<file path="config.mk">
export PLATFORM = sky130hd
export DESIGN_NAME = pdg_top
export DESIGN_NICKNAME = d
export VERILOG_FILES = /design/src/rtl/pdg_pkg.sv /design/src/rtl/pdg_cfg.sv /design/src/rtl/pdg_trig.sv /design/src/rtl/pdg_seq.sv /design/src/rtl/pdg_edge.sv /design/src/rtl/pdg_top.sv
export SDC_FILE = /design/constraint.sdc
export NUM_CORES = 1
export LEC_CHECK = 0
export BUFFER_PORTS_ARGS = -buffer_cell sky130_fd_sc_hd__buf_2
export CORE_AREA = 3 3 207 209
export DETAILED_ROUTE_END_ITERATION = 6
export DIE_AREA = 0 0 210 212
export GPL_TIMING_DRIVEN = 1
export PLACE_DENSITY_LB_ADDON = 0.25
export SLEW_MARGIN = 40
export SYNTH_ARGS = -nofsm -noshare
export SYNTH_HDL_FRONTEND = slang
export SYNTH_SLANG_ARGS = --single-unit
export TNS_END_PERCENT = 5
</file>
<file path="constraint.sdc">
create_clock -name clk -period 22.7 [get_ports clk]
set_clock_uncertainty 0.2 [all_clocks]
set_input_delay 0 -clock clk [delete_from_list [all_inputs] [get_ports clk]]
set_output_delay 0 -clock clk [all_outputs]
set_load 0.1 [all_outputs]
</file>
<file path="src/rtl/pdg_pkg.sv">
// Shared constants and types for the pulse delay generator.
package pdg_pkg;
    localparam int NCH_D = 4;   // output channels
    localparam int CW_D  = 16;  // tick count width
    localparam int FW_D  = 7;   // fine code width
    localparam int PW_D  = 8;   // countdown / burst field width

    typedef enum logic [1:0] {
        S_IDLE = 2'd0,
        S_RUN  = 2'd1,
        S_GAP  = 2'd2
    } seq_st_t;
endpackage

</file>
<file path="src/rtl/pdg_cfg.sv">
// Configuration register file.
// Holds per-channel rise/fall counts, per-edge fine codes and the
// countdown, burst and gap settings. Writes are dropped while lock is high.
// Assumes single-cycle write strobes on the block clock.
module pdg_cfg #(
    parameter int NCH = 4,
    parameter int CW  = 16,
    parameter int FW  = 7,
    parameter int PW  = 8,
    parameter int AW  = 5
) (
    input  logic                      clk,
    input  logic                      rst_n,
    input  logic                      we,
    input  logic [AW-1:0]             addr,
    input  logic [CW-1:0]             wdata,
    input  logic                      lock,
    output logic [NCH-1:0][CW-1:0]    rise_q,
    output logic [NCH-1:0][CW-1:0]    fall_q,
    output logic [2*NCH-1:0][FW-1:0]  fine_q,
    output logic [PW-1:0]             cd_n,
    output logic [PW-1:0]             burst_m,
    output logic [CW-1:0]             gap_q,
    output logic                      cd_clr
);
    localparam int A_FALL0 = NCH;
    localparam int A_FINE0 = 2*NCH;
    localparam int A_CDN   = 4*NCH;
    localparam int A_BURST = 4*NCH + 1;
    localparam int A_GAP   = 4*NCH + 2;

    logic wr_ok;
    assign wr_ok  = we && !lock;
    assign cd_clr = wr_ok && (addr == AW'(A_CDN));

    // Register update: decode the address and load the selected field.
    always_ff @(posedge clk) begin
        if (!rst_n) begin
            rise_q  <= '0;
            fall_q  <= '0;
            fine_q  <= '0;
            cd_n    <= '0;
            burst_m <= '0;
            gap_q   <= '0;
        end else if (wr_ok) begin
            for (int k = 0; k < NCH; k++) begin
                if (addr == AW'(k))           rise_q[k] <= wdata;
                if (addr == AW'(A_FALL0 + k)) fall_q[k] <= wdata;
            end
            for (int e = 0; e < 2*NCH; e++) begin
                if (addr == AW'(A_FINE0 + e)) fine_q[e] <= wdata[FW-1:0];
            end
            if (addr == AW'(A_CDN))   cd_n    <= wdata[PW-1:0];
            if (addr == AW'(A_BURST)) burst_m <= wdata[PW-1:0];
            if (addr == AW'(A_GAP))   gap_q   <= wdata;
        end
    end

    // a locked write leaves the timing registers untouched
    p_locked_write_r9: assert property (@(posedge clk) disable iff (!rst_n)
        (we && lock) |=> ($stable(rise_q) && $stable(fall_q) && $stable(gap_q)));
endmodule

</file>
<file path="src/rtl/pdg_trig.sv">
// Trigger qualifier and countdown prescaler.
// A trigger counts only when gated and the sequencer is idle; the Nth
// such trigger (N = cd_n + 1) raises start. Assumes trig is one cycle wide.
module pdg_trig #(
    parameter int PW = 8
) (
    input  logic          clk,
    input  logic          rst_n,
    input  logic          trig,
    input  logic          gate,
    input  logic          busy,
    input  logic [PW-1:0] cd_n,
    input  logic          cd_clr,
    output logic          start
);
    logic [PW-1:0] cnt;
    logic          qual;

    assign qual  = trig && gate && !busy;
    assign start = qual && (cnt == cd_n);

    // Countdown: advance on each qualified trigger, wrap when one starts.
    always_ff @(posedge clk) begin
        if (!rst_n)      cnt <= '0;
        else if (cd_clr) cnt <= '0;
        else if (qual)   cnt <= start ? '0 : cnt + 1'b1;
    end

    // the count never passes the programmed limit
    p_cd_range_r6: assert property (@(posedge clk) disable iff (!rst_n)
        cnt <= cd_n);
endmodule

</file>
<file path="src/rtl/pdg_seq.sv">
// Sequence controller: runs the shared tick count for M passes with a gap.
// A pass ends when the tick count equals 'last' (the largest fall count).
// Assumes configuration is stable while busy.
module pdg_seq #(
    parameter int CW = 16,
    parameter int PW = 8
) (
    input  logic          clk,
    input  logic          rst_n,
    input  logic          start,
    input  logic [CW-1:0] last,
    input  logic [PW-1:0] burst_m,
    input  logic [CW-1:0] gap,
    output logic          run,
    output logic [CW-1:0] tick,
    output logic          busy
);
    import pdg_pkg::*;

    seq_st_t       st;
    logic [CW-1:0] t;
    logic [CW-1:0] g;
    logic [PW-1:0] reps;

    assign run  = (st == S_RUN);
    assign busy = (st != S_IDLE);
    assign tick = t;

    // State machine: idle -> run -> (gap -> run)* -> idle.
    always_ff @(posedge clk) begin
        if (!rst_n) begin
            st   <= S_IDLE;
            t    <= '0;
            g    <= '0;
            reps <= '0;
        end else begin
            case (st)
                S_IDLE: if (start) begin
                    st   <= S_RUN;
                    t    <= '0;
                    reps <= burst_m;
                end
                S_RUN: if (t == last) begin
                    if (reps != '0) begin
                        st   <= S_GAP;
                        g    <= '0;
                        reps <= reps - 1'b1;
                    end else begin
                        st <= S_IDLE;
                    end
                end else begin
                    t <= t + 1'b1;
                end
                S_GAP: if (g == gap) begin
                    st <= S_RUN;
                    t  <= '0;
                end else begin
                    g <= g + 1'b1;
                end
                default: st <= S_IDLE;
            endcase
        end
    end

    // an accepted trigger makes the block busy on the next edge
    p_start_busy_r5: assert property (@(posedge clk) disable iff (!rst_n)
        start |=> busy);
    // a gap can only end in a fresh pass that begins at tick zero
    p_gap_exit_r7: assert property (@(posedge clk) disable iff (!rst_n)
        (st == S_GAP) |=> ((st == S_GAP) || (st == S_RUN && t == '0)));
endmodule

</file>
<file path="src/rtl/pdg_edge.sv">
// One channel's edge unit: compares the shared tick with its rise and
// fall counts, drives the pulse level, and latches fine codes with strobes.
// Assumes rise/fall are stable while run is high.
module pdg_edge #(
    parameter int CW = 16,
    parameter int FW = 7
) (
    input  logic          clk,
    input  logic          rst_n,
    input  logic          run,
    input  logic [CW-1:0] tick,
    input  logic [CW-1:0] rise,
    input  logic [CW-1:0] fall,
    input  logic [FW-1:0] code_r,
    input  logic [FW-1:0] code_f,
    output logic          lvl,
    output logic          stb_r,
    output logic          stb_f,
    output logic [FW-1:0] cq_r,
    output logic [FW-1:0] cq_f
);
    logic active, hit_r, hit_f;

    assign active = rise < fall;
    assign hit_r  = run && active && (tick == rise);
    assign hit_f  = run && active && (tick == fall);

    // Edge action: set/clear the level, pulse strobes, capture codes.
    always_ff @(posedge clk) begin
        if (!rst_n) begin
            lvl   <= 1'b0;
            stb_r <= 1'b0;
            stb_f <= 1'b0;
            cq_r  <= '0;
            cq_f  <= '0;
        end else begin
            stb_r <= hit_r;
            stb_f <= hit_f;
            if (hit_f)      lvl <= 1'b0;
            else if (hit_r) lvl <= 1'b1;
            if (hit_r) cq_r <= code_r;
            if (hit_f) cq_f <= code_f;
        end
    end

    // a high level implies a channel with fall above rise
    p_level_active_r4: assert property (@(posedge clk) disable iff (!rst_n)
        lvl |-> (rise < fall));
    // the rise strobe accompanies the rising level
    p_rise_stb_r8: assert property (@(posedge clk) disable iff (!rst_n)
        $rose(lvl) |-> stb_r);
    // the fall strobe accompanies the falling level
    p_fall_stb_r8: assert property (@(posedge clk) disable iff (!rst_n)
        $fell(lvl) |-> stb_f);
    // the two strobes of one channel never coincide
    p_stb_excl_r8: assert property (@(posedge clk) disable iff (!rst_n)
        !(stb_r && stb_f));
endmodule

</file>
<file path="src/rtl/pdg_top.sv">
// Four-channel triggered pulse delay generator, top level.
// Wires the config file, trigger qualifier, sequencer and one edge unit
// per channel. One clock cycle is one coarse tick.
module pdg_top #(
    parameter int NCH = pdg_pkg::NCH_D,
    parameter int CW  = pdg_pkg::CW_D,
    parameter int FW  = pdg_pkg::FW_D,
    parameter int PW  = pdg_pkg::PW_D,
    localparam int AW = $clog2(4*NCH + 3),
    localparam int NE = 2*NCH
) (
    input  logic             clk,
    input  logic             rst_n,
    input  logic             trig_in,
    input  logic             gate_in,
    input  logic             cfg_we,
    input  logic [AW-1:0]    cfg_addr,
    input  logic [CW-1:0]    cfg_wdata,
    output logic [NCH-1:0]   ch_out,
    output logic [NE-1:0]    fine_stb,
    output logic [NE*FW-1:0] fine_code,
    output logic             busy
);
    logic [NCH-1:0][CW-1:0] rise_q, fall_q;
    logic [NE-1:0][FW-1:0]  fine_q;
    logic [PW-1:0]          cd_n, burst_m;
    logic [CW-1:0]          gap_q, last, tick;
    logic                   cd_clr, start, run;

    pdg_cfg #(.NCH(NCH), .CW(CW), .FW(FW), .PW(PW), .AW(AW)) u_cfg (
        .clk(clk), .rst_n(rst_n), .we(cfg_we), .addr(cfg_addr),
        .wdata(cfg_wdata), .lock(busy), .rise_q(rise_q), .fall_q(fall_q),
        .fine_q(fine_q), .cd_n(cd_n), .burst_m(burst_m), .gap_q(gap_q),
        .cd_clr(cd_clr)
    );

    pdg_trig #(.PW(PW)) u_trig (
        .clk(clk), .rst_n(rst_n), .trig(trig_in), .gate(gate_in),
        .busy(busy), .cd_n(cd_n), .cd_clr(cd_clr), .start(start)
    );

    // Pass length: the largest fall count over all channels.
    always_comb begin
        last = '0;
        for (int k = 0; k < NCH; k++)
            if (fall_q[k] > last) last = fall_q[k];
    end

    pdg_seq #(.CW(CW), .PW(PW)) u_seq (
        .clk(clk), .rst_n(rst_n), .start(start), .last(last),
        .burst_m(burst_m), .gap(gap_q), .run(run), .tick(tick), .busy(busy)
    );

    for (genvar k = 0; k < NCH; k++) begin : g_ch
        pdg_edge #(.CW(CW), .FW(FW)) u_edge (
            .clk(clk), .rst_n(rst_n), .run(run), .tick(tick),
            .rise(rise_q[k]), .fall(fall_q[k]),
            .code_r(fine_q[2*k]), .code_f(fine_q[2*k+1]),
            .lvl(ch_out[k]), .stb_r(fine_stb[2*k]), .stb_f(fine_stb[2*k+1]),
            .cq_r(fine_code[(2*k)*FW +: FW]),
            .cq_f(fine_code[(2*k+1)*FW +: FW])
        );
    end

    // no channel is high outside a running sequence
    p_out_busy_r5: assert property (@(posedge clk) disable iff (!rst_n)
        (|ch_out) |-> busy);
endmodule

</file>
==> impl_metrics.tcl <==
set metrics [dict create \
    status "complete, no violations" \
    antenna_found_initial 0 \
    arrival_ns 9.54 \
    die_area_sq_um 44500 \
    ys_seq_area_frac 0.361 \
    fmax_mhz 107 \
    coreArea_sq_um 41000 \
    synthCells 2290 \
    cts_made_buffers 37 \
    grt_pass1_vias 15900 \
    io_buffers 94 \
    post-route-util 0.511 \
    min_path_type "in -> reg" \
    wl_um 62200 \
    yosysTopAreaCell "dfxtp_1" \
    power_w 0.00149 \
    tns_ns 0 \
    cts_setup_buffers 0 \
    hold_viol_final 0 \
    critPathKind "reg -> reg" \
    synth_mux_area_frac 0.0704 \
    fillers 3901 \
    clk_latency_ns 0.55 \
    period_needed_ns 9.34 \
    nets 2477 \
    placed_cell_area_sq_um 19300 \
    synth-edff-count 0 \
    switchingPower_w 0.000419 \
    gr-total-overflow 0 \
    grt_usage 0.273 \
    endpoint_kind "register" \
    synth.top_cell.area_share 0.361 \
    p_per_area_nw_per_um2 70.9 \
    clock-sinks 334 \
    post-route-period-util 0.411 \
    max_stage_delay_ns 0.71 \
    n_antenna_cell 0 \
    cts_resized 0 \
    via_per_inst 5.79 \
    synth_top_family_by_area "simple AND/OR/NAND/NOR gates" \
    syn_area_sq_um 18500 \
    clk_path_buf_depth 3 \
    gp_congestion 0.964 \
    cp_max_fo 36 \
    wl_per_cell_um 21.4 \
    synthArstFlopShare 0 \
    drive_gt1_frac 0.0993 \
    ys.flop_type "dfxtp_1" \
    h-tree-depth 2 \
    power.leakage_nw 8.76 \
    slew_headroom 0.420 \
    crit_buf_inv 2 \
    vias 16800 \
    io_pins 95 \
    maxCapViolCount 0 \
    dp_cells 2801 \
    slowest_stage "a31o_2" \
    ys_ff_latch 334 \
    area_delta_synth_final_pct 13.0 \
    clkPwrFrac 0.443 \
    p_seq_frac 0.402 \
    layout.cells.non_filler 2899 \
    synth_adder_area_share 0.0756 \
    synth.area.top_cells "dfxtp_1, nand2_1, ha_1" \
    seq_area_sq_um 6690 \
    vdd.ir_drop.worst_v 0.0000889 \
    rows 74 \
    synth.avg_cell_area_sq_um 8.09 \
    initial_core_util 0.452 \
    path_clk_slew_ns 0.06 \
    yosys.area_share.xor_xnor 0.0770 \
    worstSetupStartpointType "register" \
    fp.dieH_um 212 \
    worstPathRequired_ns 22.90 \
    final_area_sq_um 20900 \
    drc 0 \
    cts_tree "yes" \
    ant_nets 0 \
    multiInputGateArea_sq_um 10900 \
    power_switching_share 0.282 \
    p_int_w 0.00107 \
    synth.net_count 2428 \
    cts_root_buf "clkbuf_16" \
    drtPass1Iterations 5 \
    drt_iter0_markers 1522 \
    rsz0062_at_grt "false" \
    yosysUniqueCellTypes 80 \
    yosys_warnings 0 \
    worstMarginPinSlew_ns 0.870 \
    die_w_um 210 \
    dp_hpwl_um 42700 \
    slew_violations 0 \
    synth_compound_area_frac 0.159 \
    setup_viol 0 \
    synth_common_cells "nand2_1, dfxtp_1, a21oi_1, nor2_1, mux2i_1" \
    comb_power_share 0.156 \
    grt_first_pass_wirelength_um 94500 \
    crit_family "simple AND/OR/NAND/NOR gates" \
    grt_max_degree 103 \
    yosysMostFrequentCell "nand2_1" \
    synth_simple_gate_area_share 0.201 \
]
-- state kept, by name (all words and copies together) (netlist names), 8 cells and up --
| signal | count |
|---|---|
| u_cfg.fall_q | 64 |
| u_cfg.rise_q | 64 |
| u_cfg.fine_q | 56 |
| g_ch.u_edge.cq_f | 28 |
| g_ch.u_edge.cq_r | 28 |
| u_cfg.gap_q | 16 |
| u_seq.g | 16 |
| u_seq.tick | 16 |
| u_cfg.burst_m | 8 |
| u_cfg.cd_n | 8 |
| u_seq.reps | 8 |
| u_trig.cnt | 8 |
-- worst reg2reg max path: stages, from the launching register on --
cell      delay (ns)
dfxtp_1         0.45
inv_1           0.07
ha_1            0.35
nand4_2         0.18
nor4_2          0.55
o21ai_2         0.26
a31oi_4         0.46
mux2i_1         0.42
ha_1            0.32
nand4_1         0.21
nor2_1          0.09
a221oi_1        0.45
a31o_2          0.71
nor2_1          0.12
or2_2           0.33
ha_1            0.32
a21oi_1         0.15
o21ai_0         0.11
a221oi_1        0.46
a31oi_1         0.16
buf_4           0.25
nor2_1          0.52
a221oi_1        0.18
xor2_1          0.22
nor4_2          0.65
nand4_1         0.36
nand2_1         0.49
a311oi_1        0.17
-- power groups by stage --
stage	Clock, W	Combinational, W	Sequential [W]
after global placement	0	0.000218	0.000609
after detailed placement	0	0.000221	0.000610
final	0.000658	0.000231	0.000597
after CTS	0.000668	0.000226	0.000597
after global routing	0.000689	0.000248	0.000597
after floorplan	0	0.000162	0.000608
-- repair_timing --
item | 4_1_cts | 5_1_grt
hold buffers | 31 | 0
endpoints found under the setup margin | 0 | 0
endpoints found under the hold margin | 245 | 0
-- placed cells by master, fill, tap and decap left out, types with 5 or more instances in the layout --
cell / netlist / layout
a211o_1: 7 / 7
a211oi_1: 15 / 14
a21bo_2: 6 / 6
a21o_1: 41 / 41
a21oi_1: 207 / 206
a221oi_1: 8 / 8
a311oi_1: 8 / 8
a31oi_1: 19 / 19
and2_1: 5 / 5
and3_1: 11 / 11
buf_2: 5 / 94
buf_4: 14 / 29
bufinv_16: 0 / 7
clkbuf_1: 104 / 5
clkbuf_16: 0 / 37
clkbuf_8: 0 / 7
clkinv_2: 0 / 8
dfxtp_1: 334 / 332
dlygate4sd3_1: 0 / 31
ha_1: 112 / 112
inv_1: 106 / 106
mux2i_1: 128 / 128
nand2_1: 414 / 413
nand2b_1: 16 / 16
nand3_1: 58 / 58
nand4_1: 36 / 36
nor2_1: 159 / 155
nor2b_1: 16 / 15
nor3_1: 29 / 28
nor4_1: 43 / 42
o2111ai_1: 6 / 6
o211ai_1: 13 / 13
o21ai_0: 69 / 69
or2_2: 15 / 15
or3_1: 16 / 16
or4_1: 7 / 7
xnor2_1: 46 / 46
xor2_1: 117 / 117
-- final timing paths --
kind,start,endpoint,slack [ns],depth (start not counted)
hold reg to reg,g_ch[1].u_edge.cq_r[1],g_ch[1].u_edge.cq_r[1],0.26,2
setup / recovery,u_cfg.fall_q[15],u_seq.g[2],13.36,27
hold / removal,cfg_we,u_cfg.burst_m[6],0.19,6
setup reg to reg,u_cfg.fall_q[15],u_seq.g[2],13.36,27
-- area by class of cell --
type                    count  area share
well taps                 532      0.0318
repair buffers            155      0.0482
multi-input cells        1704       0.518
clock inverters            18      0.0132
flip-flops and latches    334       0.319
clock buffers              49      0.0497
inverters                 107      0.0195
-- stage by stage --
stage	hold WS, ns	worst slack, ns
after floorplan	-0.0561	14.95
after global placement	0.224	13.46
after detailed placement	0.225	13.65
after CTS	0.133	13.58
after global routing	0.201	12.65
final	0.188	13.36
-- logic make-up after synthesis --
logic type	Yosys count
and+or+nand+nor	835
AOI/OAI and AO/OA	464
DFF	334
buffers and inverters	252
xor gates and xnor gates	163
muxes	130
adders and majority gates	112
-- metal layers --
| metal | global-route usage | share of wire | wire, um | up-vias |
|---|---|---|---|---|
| li1 | - | - | - | 8001 |
| met3 | 0.0403 | 0.069 | 4280 | 131 |
| met5 | 0 | 0 | 0 | - |
| met2 | 0.444 | 0.45 | 28000 | 629 |
| met4 | 0.0923 | 0.036 | 2210 | 0 |
| met1 | 0.373 | 0.45 | 27700 | 8018 |
Power figures use the tool's default switching activity.
